### config.mk
export PLATFORM = sky130hd
export DESIGN_NAME = nv_name_finder
export DESIGN_NICKNAME = d
export VERILOG_FILES = /design/src/rtl/nv_name_finder_pkg.sv /design/src/rtl/nv_fetch.sv /design/src/rtl/nv_walker.sv /design/src/rtl/nv_capture.sv /design/src/rtl/nv_name_finder.sv
export SDC_FILE = /design/constraint.sdc
export NUM_CORES = 1
export LEC_CHECK = 0
export BUFFER_PORTS_ARGS = -buffer_cell sky130_fd_sc_hd__buf_2
export CELL_PAD_IN_SITES_DETAIL_PLACEMENT = 1
export CELL_PAD_IN_SITES_GLOBAL_PLACEMENT = 2
export CORE_MARGIN = 2
export CORE_UTILIZATION = 37
export CTS_CLUSTER_DIAMETER = 80
export DETAILED_ROUTE_END_ITERATION = 10
export PLACE_DENSITY = 0.86
export SLEW_MARGIN = 20
export SYNTH_ARGS = -nofsm -noshare
export SYNTH_HDL_FRONTEND = slang
export SYNTH_SLANG_ARGS = --single-unit
export TNS_END_PERCENT = 100
### constraint.sdc
create_clock -name clk -period 4 [get_ports clk]
set_input_delay 0.2 -clock clk [delete_from_list [all_inputs] [get_ports clk]]
set_output_delay 0.2 -clock clk [all_outputs]
set_load 0.01 [all_outputs]
### src/rtl/nv_name_finder_pkg.sv
// Package: shared encodings for the configuration-record name finder.
// Assumes byte-wide records; all constants are format-defined.
package nv_name_finder_pkg;

    typedef enum logic [2:0] {
        W_HDR,   // next byte is a record header
        W_LLO,   // large record length, low byte
        W_LHI,   // large record length, high byte
        W_PEEK,  // first body byte of a searched record
        W_BODY,  // inside a searched record body
        W_SKIP,  // bytes to pass over unread
        W_HALT   // end marker seen
    } walk_st_t;

    typedef enum logic [1:0] {
        S_TAG,
        S_LLO,
        S_LHI,
        S_DAT
    } sub_st_t;

    localparam logic [3:0]  END_NAME    = 4'hF;
    localparam logic [6:0]  SEARCH_REC  = 7'h0D;
    localparam logic [7:0]  SKIP_MARK   = 8'h3B;
    localparam logic [5:0]  NAME_TAG    = 6'h3C;
    localparam int          HDR_BYTES   = 3;
    localparam logic [15:0] SKIP_REST   = 16'd2;

endpackage

### src/rtl/nv_fetch.sv
// Module: sequential byte fetcher.
// Issues buffer addresses 0,1,2,... one per cycle while running and
// presents each returned byte with its index one cycle later. Indices at
// or beyond BUF_BYTES are presented as zero. Assumes a read port with
// exactly one cycle of latency.
module nv_fetch #(
    parameter int BUF_BYTES = 128,
    parameter int IDX_W     = 8,
    parameter int ADDR_W    = 7
) (
    input  logic              clk,
    input  logic              rst_n,
    input  logic              start,
    input  logic              finish,
    input  logic [7:0]        mem_rdata,
    output logic [ADDR_W-1:0] mem_addr,
    output logic              running,
    output logic              byte_vld,
    output logic [IDX_W-1:0]  byte_idx,
    output logic [7:0]        byte_val
);

    logic [IDX_W-1:0] fetch_idx;

    // Address counter and returned-byte tagging.
    always_ff @(posedge clk) begin
        if (!rst_n) begin
            running   <= 1'b0;
            fetch_idx <= '0;
            byte_vld  <= 1'b0;
            byte_idx  <= '0;
        end else if (start) begin
            running   <= 1'b1;
            fetch_idx <= '0;
            byte_vld  <= 1'b0;
        end else if (finish) begin
            running   <= 1'b0;
            byte_vld  <= 1'b0;
        end else if (running) begin
            fetch_idx <= fetch_idx + 1'b1;
            byte_vld  <= 1'b1;
            byte_idx  <= fetch_idx;
        end
    end

    assign mem_addr = fetch_idx[ADDR_W-1:0];

    // Zero substitution beyond the buffer.
    always_comb begin
        byte_val = (byte_idx < IDX_W'(BUF_BYTES)) ? mem_rdata : 8'h00;
    end

    assert_addr_step_R11: assert property (@(posedge clk) disable iff (!rst_n)
        (running && !start && !finish) |=> (mem_addr == ADDR_W'($past(mem_addr) + 1'b1)));

endmodule

### src/rtl/nv_walker.sv
// Module: record walker.
// Consumes one byte per valid cycle and tracks where it stands in the
// record chain: small records, large records, the searched large type and
// its subfields. Pulses tag_hit on a name-subfield tag byte. Assumes the
// bytes arrive in index order with no gaps.
module nv_walker
    import nv_name_finder_pkg::*;
#(
    parameter int BUF_BYTES = 128,
    parameter int IDX_W     = 8
) (
    input  logic             clk,
    input  logic             rst_n,
    input  logic             clr,
    input  logic             byte_vld,
    input  logic [IDX_W-1:0] byte_idx,
    input  logic [7:0]       byte_val,
    output logic             tag_hit,
    output logic             halted
);

    walk_st_t st, st_n;
    sub_st_t  sub, sub_n, sub_eff;
    logic [15:0] cnt, cnt_n, scnt, scnt_n, len16, slen16;
    logic [7:0]  llo, llo_n, slo, slo_n;
    logic        is_srch, is_srch_n;
    logic        active, do_hdr, do_sub;

    assign active  = byte_vld && (byte_idx < IDX_W'(BUF_BYTES));
    assign halted  = (st == W_HALT);
    assign len16   = {byte_val, llo};
    assign slen16  = {byte_val, slo};
    assign sub_eff = (st == W_PEEK) ? S_TAG : sub;

    // Next-state decode for the record and subfield walks.
    always_comb begin
        st_n      = st;
        sub_n     = sub;
        cnt_n     = cnt;
        scnt_n    = scnt;
        llo_n     = llo;
        slo_n     = slo;
        is_srch_n = is_srch;
        do_hdr    = 1'b0;
        do_sub    = 1'b0;
        tag_hit   = 1'b0;
        if (active) begin
            case (st)
                W_HDR:  do_hdr = 1'b1;
                W_LLO:  begin llo_n = byte_val; st_n = W_LHI; end
                W_LHI: begin
                    cnt_n = len16;
                    if (is_srch)           st_n = W_PEEK;
                    else if (len16 == '0)  st_n = W_HDR;
                    else                   st_n = W_SKIP;
                end
                W_PEEK: begin
                    if (byte_val == SKIP_MARK) begin
                        cnt_n = SKIP_REST;
                        st_n  = W_SKIP;
                    end else if (cnt == '0) begin
                        do_hdr = 1'b1;
                    end else begin
                        do_sub = 1'b1;
                        cnt_n  = cnt - 16'd1;
                        st_n   = (cnt == 16'd1) ? W_HDR : W_BODY;
                    end
                end
                W_BODY: begin
                    do_sub = 1'b1;
                    cnt_n  = cnt - 16'd1;
                    if (cnt == 16'd1) st_n = W_HDR;
                end
                W_SKIP: begin
                    cnt_n = cnt - 16'd1;
                    if (cnt == 16'd1) st_n = W_HDR;
                end
                default: ;
            endcase
        end
        if (do_hdr) begin
            if (!byte_val[7]) begin
                if (byte_val[6:3] == END_NAME) begin
                    st_n = W_HALT;
                end else if (byte_val[2:0] == 3'd0) begin
                    st_n = W_HDR;
                end else begin
                    cnt_n = {13'd0, byte_val[2:0]};
                    st_n  = W_SKIP;
                end
            end else begin
                is_srch_n = (byte_val[6:0] == SEARCH_REC);
                st_n      = W_LLO;
            end
        end
        if (do_sub) begin
            case (sub_eff)
                S_TAG: begin
                    tag_hit = (byte_val[5:0] == NAME_TAG);
                    sub_n   = S_LLO;
                end
                S_LLO: begin slo_n = byte_val; sub_n = S_LHI; end
                S_LHI: begin
                    scnt_n = slen16;
                    sub_n  = (slen16 == '0) ? S_TAG : S_DAT;
                end
                default: begin
                    scnt_n = scnt - 16'd1;
                    if (scnt == 16'd1) sub_n = S_TAG;
                end
            endcase
        end
    end

    // State registers, cleared by reset or a new scan.
    always_ff @(posedge clk) begin
        if (!rst_n || clr) begin
            st      <= W_HDR;
            sub     <= S_TAG;
            cnt     <= '0;
            scnt    <= '0;
            llo     <= '0;
            slo     <= '0;
            is_srch <= 1'b0;
        end else begin
            st      <= st_n;
            sub     <= sub_n;
            cnt     <= cnt_n;
            scnt    <= scnt_n;
            llo     <= llo_n;
            slo     <= slo_n;
            is_srch <= is_srch_n;
        end
    end

    assert_halt_sticky_R3: assert property (@(posedge clk) disable iff (!rst_n)
        (halted && !clr) |=> halted);

endmodule

### src/rtl/nv_capture.sv
// Module: name capture.
// On a tag hit, notes the offset of the first name byte (tag index plus
// the subfield header) and shifts in the NAME_BYTES bytes starting there.
// A later hit restarts the capture, so the last match wins.
module nv_capture
    import nv_name_finder_pkg::*;
#(
    parameter int NAME_BYTES = 8,
    parameter int IDX_W      = 8
) (
    input  logic                  clk,
    input  logic                  rst_n,
    input  logic                  clr,
    input  logic                  byte_vld,
    input  logic [IDX_W-1:0]      byte_idx,
    input  logic [7:0]            byte_val,
    input  logic                  tag_hit,
    output logic                  found,
    output logic [IDX_W-1:0]      offset,
    output logic [NAME_BYTES*8-1:0] name,
    output logic                  idle
);

    localparam int NAME_W   = NAME_BYTES * 8;
    localparam int CAP_LOAD = NAME_BYTES + HDR_BYTES - 1;
    localparam int CAP_W    = $clog2(CAP_LOAD + 1);

    logic [CAP_W-1:0] cap_cnt;

    assign idle = (cap_cnt == '0);

    // Capture window countdown and name shift register.
    always_ff @(posedge clk) begin
        if (!rst_n || clr) begin
            cap_cnt <= '0;
            found   <= 1'b0;
            offset  <= '0;
            name    <= '0;
        end else if (byte_vld) begin
            if (tag_hit) begin
                cap_cnt <= CAP_W'(CAP_LOAD);
                offset  <= byte_idx + IDX_W'(HDR_BYTES);
                found   <= 1'b1;
            end else if (cap_cnt != '0) begin
                if (cap_cnt <= CAP_W'(NAME_BYTES))
                    name <= {name[NAME_W-9:0], byte_val};
                cap_cnt <= cap_cnt - 1'b1;
            end
        end
    end

    assert_offset_zero_R8: assert property (@(posedge clk) disable iff (!rst_n)
        !found |-> (offset == '0));
    assert_offset_min_R6: assert property (@(posedge clk) disable iff (!rst_n)
        found |-> (offset >= IDX_W'(HDR_BYTES)));
    assert_found_sticky_R7: assert property (@(posedge clk) disable iff (!rst_n)
        (found && !clr) |=> found);

endmodule

### src/rtl/nv_name_finder.sv
// Module: configuration-record name finder (top).
// Streams the record buffer through the walker and the capture unit and
// ends the scan once no header can follow (end marker or buffer end) and
// no name capture is still collecting bytes. Assumes start is a pulse.
module nv_name_finder
    import nv_name_finder_pkg::*;
#(
    parameter int BUF_BYTES  = 128,
    parameter int NAME_BYTES = 8,
    parameter int ADDR_W     = $clog2(BUF_BYTES),
    parameter int IDX_W      = $clog2(BUF_BYTES + NAME_BYTES + 8)
) (
    input  logic                    clk,
    input  logic                    rst_n,
    input  logic                    start,
    output logic [ADDR_W-1:0]       mem_addr,
    input  logic [7:0]              mem_rdata,
    output logic                    done,
    output logic                    found,
    output logic [IDX_W-1:0]        name_offset,
    output logic [NAME_BYTES*8-1:0] name_value
);

    logic             running, byte_vld, tag_hit, halted, cap_idle, finish;
    logic [IDX_W-1:0] byte_idx;
    logic [7:0]       byte_val;

    nv_fetch #(.BUF_BYTES(BUF_BYTES), .IDX_W(IDX_W), .ADDR_W(ADDR_W)) u_fetch (
        .clk(clk), .rst_n(rst_n), .start(start), .finish(finish),
        .mem_rdata(mem_rdata), .mem_addr(mem_addr), .running(running),
        .byte_vld(byte_vld), .byte_idx(byte_idx), .byte_val(byte_val)
    );

    nv_walker #(.BUF_BYTES(BUF_BYTES), .IDX_W(IDX_W)) u_walker (
        .clk(clk), .rst_n(rst_n), .clr(start), .byte_vld(byte_vld),
        .byte_idx(byte_idx), .byte_val(byte_val), .tag_hit(tag_hit),
        .halted(halted)
    );

    nv_capture #(.NAME_BYTES(NAME_BYTES), .IDX_W(IDX_W)) u_capture (
        .clk(clk), .rst_n(rst_n), .clr(start), .byte_vld(byte_vld),
        .byte_idx(byte_idx), .byte_val(byte_val), .tag_hit(tag_hit),
        .found(found), .offset(name_offset), .name(name_value),
        .idle(cap_idle)
    );

    // The current byte is not needed by either the walker or the capture.
    assign finish = running && byte_vld && !start && cap_idle &&
                    (halted || (byte_idx >= IDX_W'(BUF_BYTES)));

    // Completion flag, held until the next scan.
    always_ff @(posedge clk) begin
        if (!rst_n || start) done <= 1'b0;
        else if (finish)     done <= 1'b1;
    end

    assert_done_quiet_R10: assert property (@(posedge clk) disable iff (!rst_n)
        done |-> !running);
    assert_done_captured_R6: assert property (@(posedge clk) disable iff (!rst_n)
        done |-> cap_idle);
    assert_done_hold_R10: assert property (@(posedge clk) disable iff (!rst_n)
        (done && !start) |=> done);

endmodule

==> flow_summary_export.csv <==
group,metric,value,unit
run_status,status,"complete, no violations",
routing,wl_per_cell,17.69,um
synth,yosysSeqAreaShare,41.12,%
worst_setup_path,crit_type,"flop to flop",
floorplan,core_area,19400,um2
power_and_ir_drop,switchingPower,0.8177,mW
global_routing,grt_use_total,21.24,%
clocking,cts_tree,"built",
final_layout,antenna_cells,0,
power_and_ir_drop,intPower,2.427,mW
worst_setup_path,r2r-start,"u_fetch.byte_idx[7]$_SDFFE_PN0P_",
global_routing,grt_antenna_before_repair,0,
placed_design,portBuffers,91,
worst_setup_path,critPathCaptureType,"flop",
synth,synth_cell_types,71,
routing,drt_wl_total,21470,um
timing,skew,10.70,ps
floorplan,initial_utilization,37.64,%
clocking,cts_setup_buffers,0,
timing,finalSetupViolations,0,
worst_setup_path,critPathRequiredTime,4350,ps
worst_setup_path,slowest_delay,780,ps
power_and_ir_drop,p_per_area,385.0,nW/um2
clocking,htree_levels,4,
final_layout,drive_gt1_share,19.07,%
worst_setup_path,cp_max_fo,60,
worst_setup_path,path_buf_inv,1,
worst_setup_path,crit_chain,"nor2b_1, a31oi_2, a21oi_4, o2111a_2, buf_12, nand3_1, o21ai_0",
floorplan,dieHeight,144.5,um
clocking,post_cts_resized,0,
clocking,numCtsBuffers,17,
routing,dr.first_iter.drc_count,363,
clocking,clock-sinks,150,
global_routing,met3_usage,4.801,%
synth,syn_nets,909,
worst_hold_path,hold_path_class,"primary input to flop",
synth,yosysWarnings,0,
global_routing,globalRoute.totalOverflow,0,
synth,syn_area,7302,um2
power_and_ir_drop,ir_drop,262.1,uV
final_layout,syn_to_final_growth,15.44,%
synth,synth_edf_count,0,
placed_design,dpl-instance-area,7833,um2
floorplan,dieWidth,144.5,um
final_layout,nets,955,
synth,syn_inst,890,
routing,viasPerCell,5.499,
clocking,clockBufferDepth,2,
power_and_ir_drop,combPwrFrac,3.5,%
clocking,root_buffer,"clkbuf_16",
final_layout,nFillCells,2372,
power_and_ir_drop,p_sw_share,25.20,%
floorplan,fp-row-count,51,
timing,drv_slew,0,
timing,tightestPinTransition,1043,ps
global_routing,use_met2,33.87,%
flow_run,maxCapViolations,0,
floorplan,io_pins,92,
placed_design,dp.cells,1182,
timing,tns,0,ps
clocking,clkTransAtPathRegs,70,ps
timing,rsz0062_at_grt,"no",
final_layout,layout_commonest_cell,"dfxtp_1",
clocking,cts_hold_buffers,0,
worst_hold_path,hold_start,"mem_rdata[0]",
global_routing,grt_pass1_wl,34890,um
global_routing,gr-usage-met1,28.77,%
power_and_ir_drop,leakagePower,3.212,nW
power_and_ir_drop,clkPwrFrac,50.2,%
timing,max_freq,330.3,MHz
timing,finalCritPeriodShare,75.68,%
timing,finalHoldViolCount,0,
power_and_ir_drop,seq_power_share,46.2,%
synth,yosys_register_bits,150,
routing,ant_nets,0,
global_routing,grt_pass1_vias,6505,
global_routing,top_usage_layer,"met2",
worst_setup_path,crit_path_start_kind,"flop",
routing,drt_pre_antenna_iters,5,
worst_setup_path,worstPathArrival,3370,ps
routing,drc,0,
synth,async_reset_ff_share,0,%
power_and_ir_drop,power,3.245,mW
final_layout,post_layout_nonfiller_instances,1214,
final_layout,final_area,8429,um2
synth,synth_top_flop_cell,"dfxtp_1",
worst_setup_path,cp-startpoint,"u_fetch.byte_idx[7]$_SDFFE_PN0P_",
worst_setup_path,cp_slowest_cell,"o2111a_2",
routing,vias,6676,
timing,slew_headroom,30.11,%
floorplan,design.die.area,20870,um2
synth,synth.area.top_cells,"dfxtp_1 41%, nand2_1 6.2%, o21ai_0 6.0%",
worst_setup_path,crit_family,"compound AO/OA/AOI/OAI gates",
global_routing,grt_max_degree,142,
synth,avgSynthCellArea,8.204,um2
final_layout,layout_common_cells,"150 x dfxtp_1, 120 x nand2_1, 91 x buf_2, 88 x o21ai_0, 72 x nor2_1",
timing,finalCriticalPeriod,3027,ps
clocking,insertion_delay,430,ps
placed_design,routabilityCongestion,0.8673,
placed_design,post-dp-hpwl,14840,um
synth,synth.top_cell.area_share,41.12,%
synth,synth_top_cell_by_area,"dfxtp_1",
==> per-stage QoR <==
stage	util (%)	hold WS (ps)	setup slack [ps]
floorplan	-	324.1	1991
global placement	40.38	437.2	1189
detailed placement	40.38	449.1	989.0
CTS	43.45	73.51	968.8
global route	43.45	92.55	641.5
finish	43.45	82.46	972.9
==> flip-flops by register name (all words and copies together), names as in the netlist, 3 cells and up <==
name / count
u_walker.st: 3
u_capture.offset: 8
u_fetch.byte_idx: 8
u_capture.cap_cnt: 4
u_capture.name: 64
u_walker.scnt: 16
u_walker.cnt: 16
u_fetch.fetch_idx: 8
u_walker.slo: 8
u_walker.llo: 8
==> tightest hold or removal path: cells and delay by family <==
family                 cells  cell delay, ps
buffers and inverters      1             150
AO/OA/AOI/OAI              1              50
AND/OR/NAND/NOR            1              70
==> power by group through the flow <==
stage	Sequential (mW)	Clock, mW	Combinational, mW
3_5_place_dp	1.53	0	0.113
2_1_floorplan	1.53	0	0.0778
3_3_place_gp	1.53	0	0.113
5_1_grt	1.50	1.72	0.123
6_report	1.50	1.63	0.114
4_1_cts	1.50	1.66	0.114
==> worst paths after layout <==
path	endpoint	slack [ps]	depth (start not counted)
worst max register to register	u_capture.name[33]$_SDFFE_PP0P_	970	7
worst min-delay path	u_walker.cnt[8]$_SDFF_PP0_	80	3
worst min register to register	done$_SDFFE_PP0P_	460	2
worst max-delay path	u_capture.name[33]$_SDFFE_PP0P_	970	7
==> final cells by class <==
type / count / area (um2) / area share (%)
Tap cell: 265 / 331.6 / 3.934
Clock buffer: 18 / 439.2 / 5.210
Multi-Input combinational cell: 655 / 3911 / 46.40
Inverter: 17 / 63.81 / 0.7570
Clock inverter: 14 / 157.7 / 1.870
Sequential cell: 150 / 3003 / 35.62
Timing Repair Buffer: 95 / 523.0 / 6.205
==> metal layers <==
metal	wire length, um	share of wire (%)	vias to the layer above
li1	-	-	3253
met1	9877	46	3245
met2	10170	47	146
met3	1069	5.0	32
met4	351	1.6	0
met5	0	0	-
==> synthesized netlist by cell type (7+ instances only) <==
master,instances
a211oi_1,7
a21oi_1,44
a22oi_1,9
a31oi_1,10
and2_1,7
and3_1,8
buf_2,14
buf_4,7
clkbuf_1,38
dfxtp_1,150
ha_1,8
inv_1,17
mux2i_1,26
nand2_1,120
nand2b_1,9
nand3_1,65
nand3_2,16
nand4_1,9
nor2_1,72
nor2b_1,20
nor3_1,20
nor4_1,7
o21ai_0,88
o21ai_2,17
or4_1,7
xor2_1,8
==> kinds of logic after synthesis <==
kind of cell	count (synthesis)	share of synthesized area, %
adders and majority gates	8	1.371
muxes	26	3.564
and+or+nand+nor	389	28.08
buffers and inverters	85	5.449
DFF	150	41.12
AOI/OAI and AO/OA	219	18.85
xor gates and xnor gates	13	1.559
Note: power is estimated with default switching activity, not from simulation.
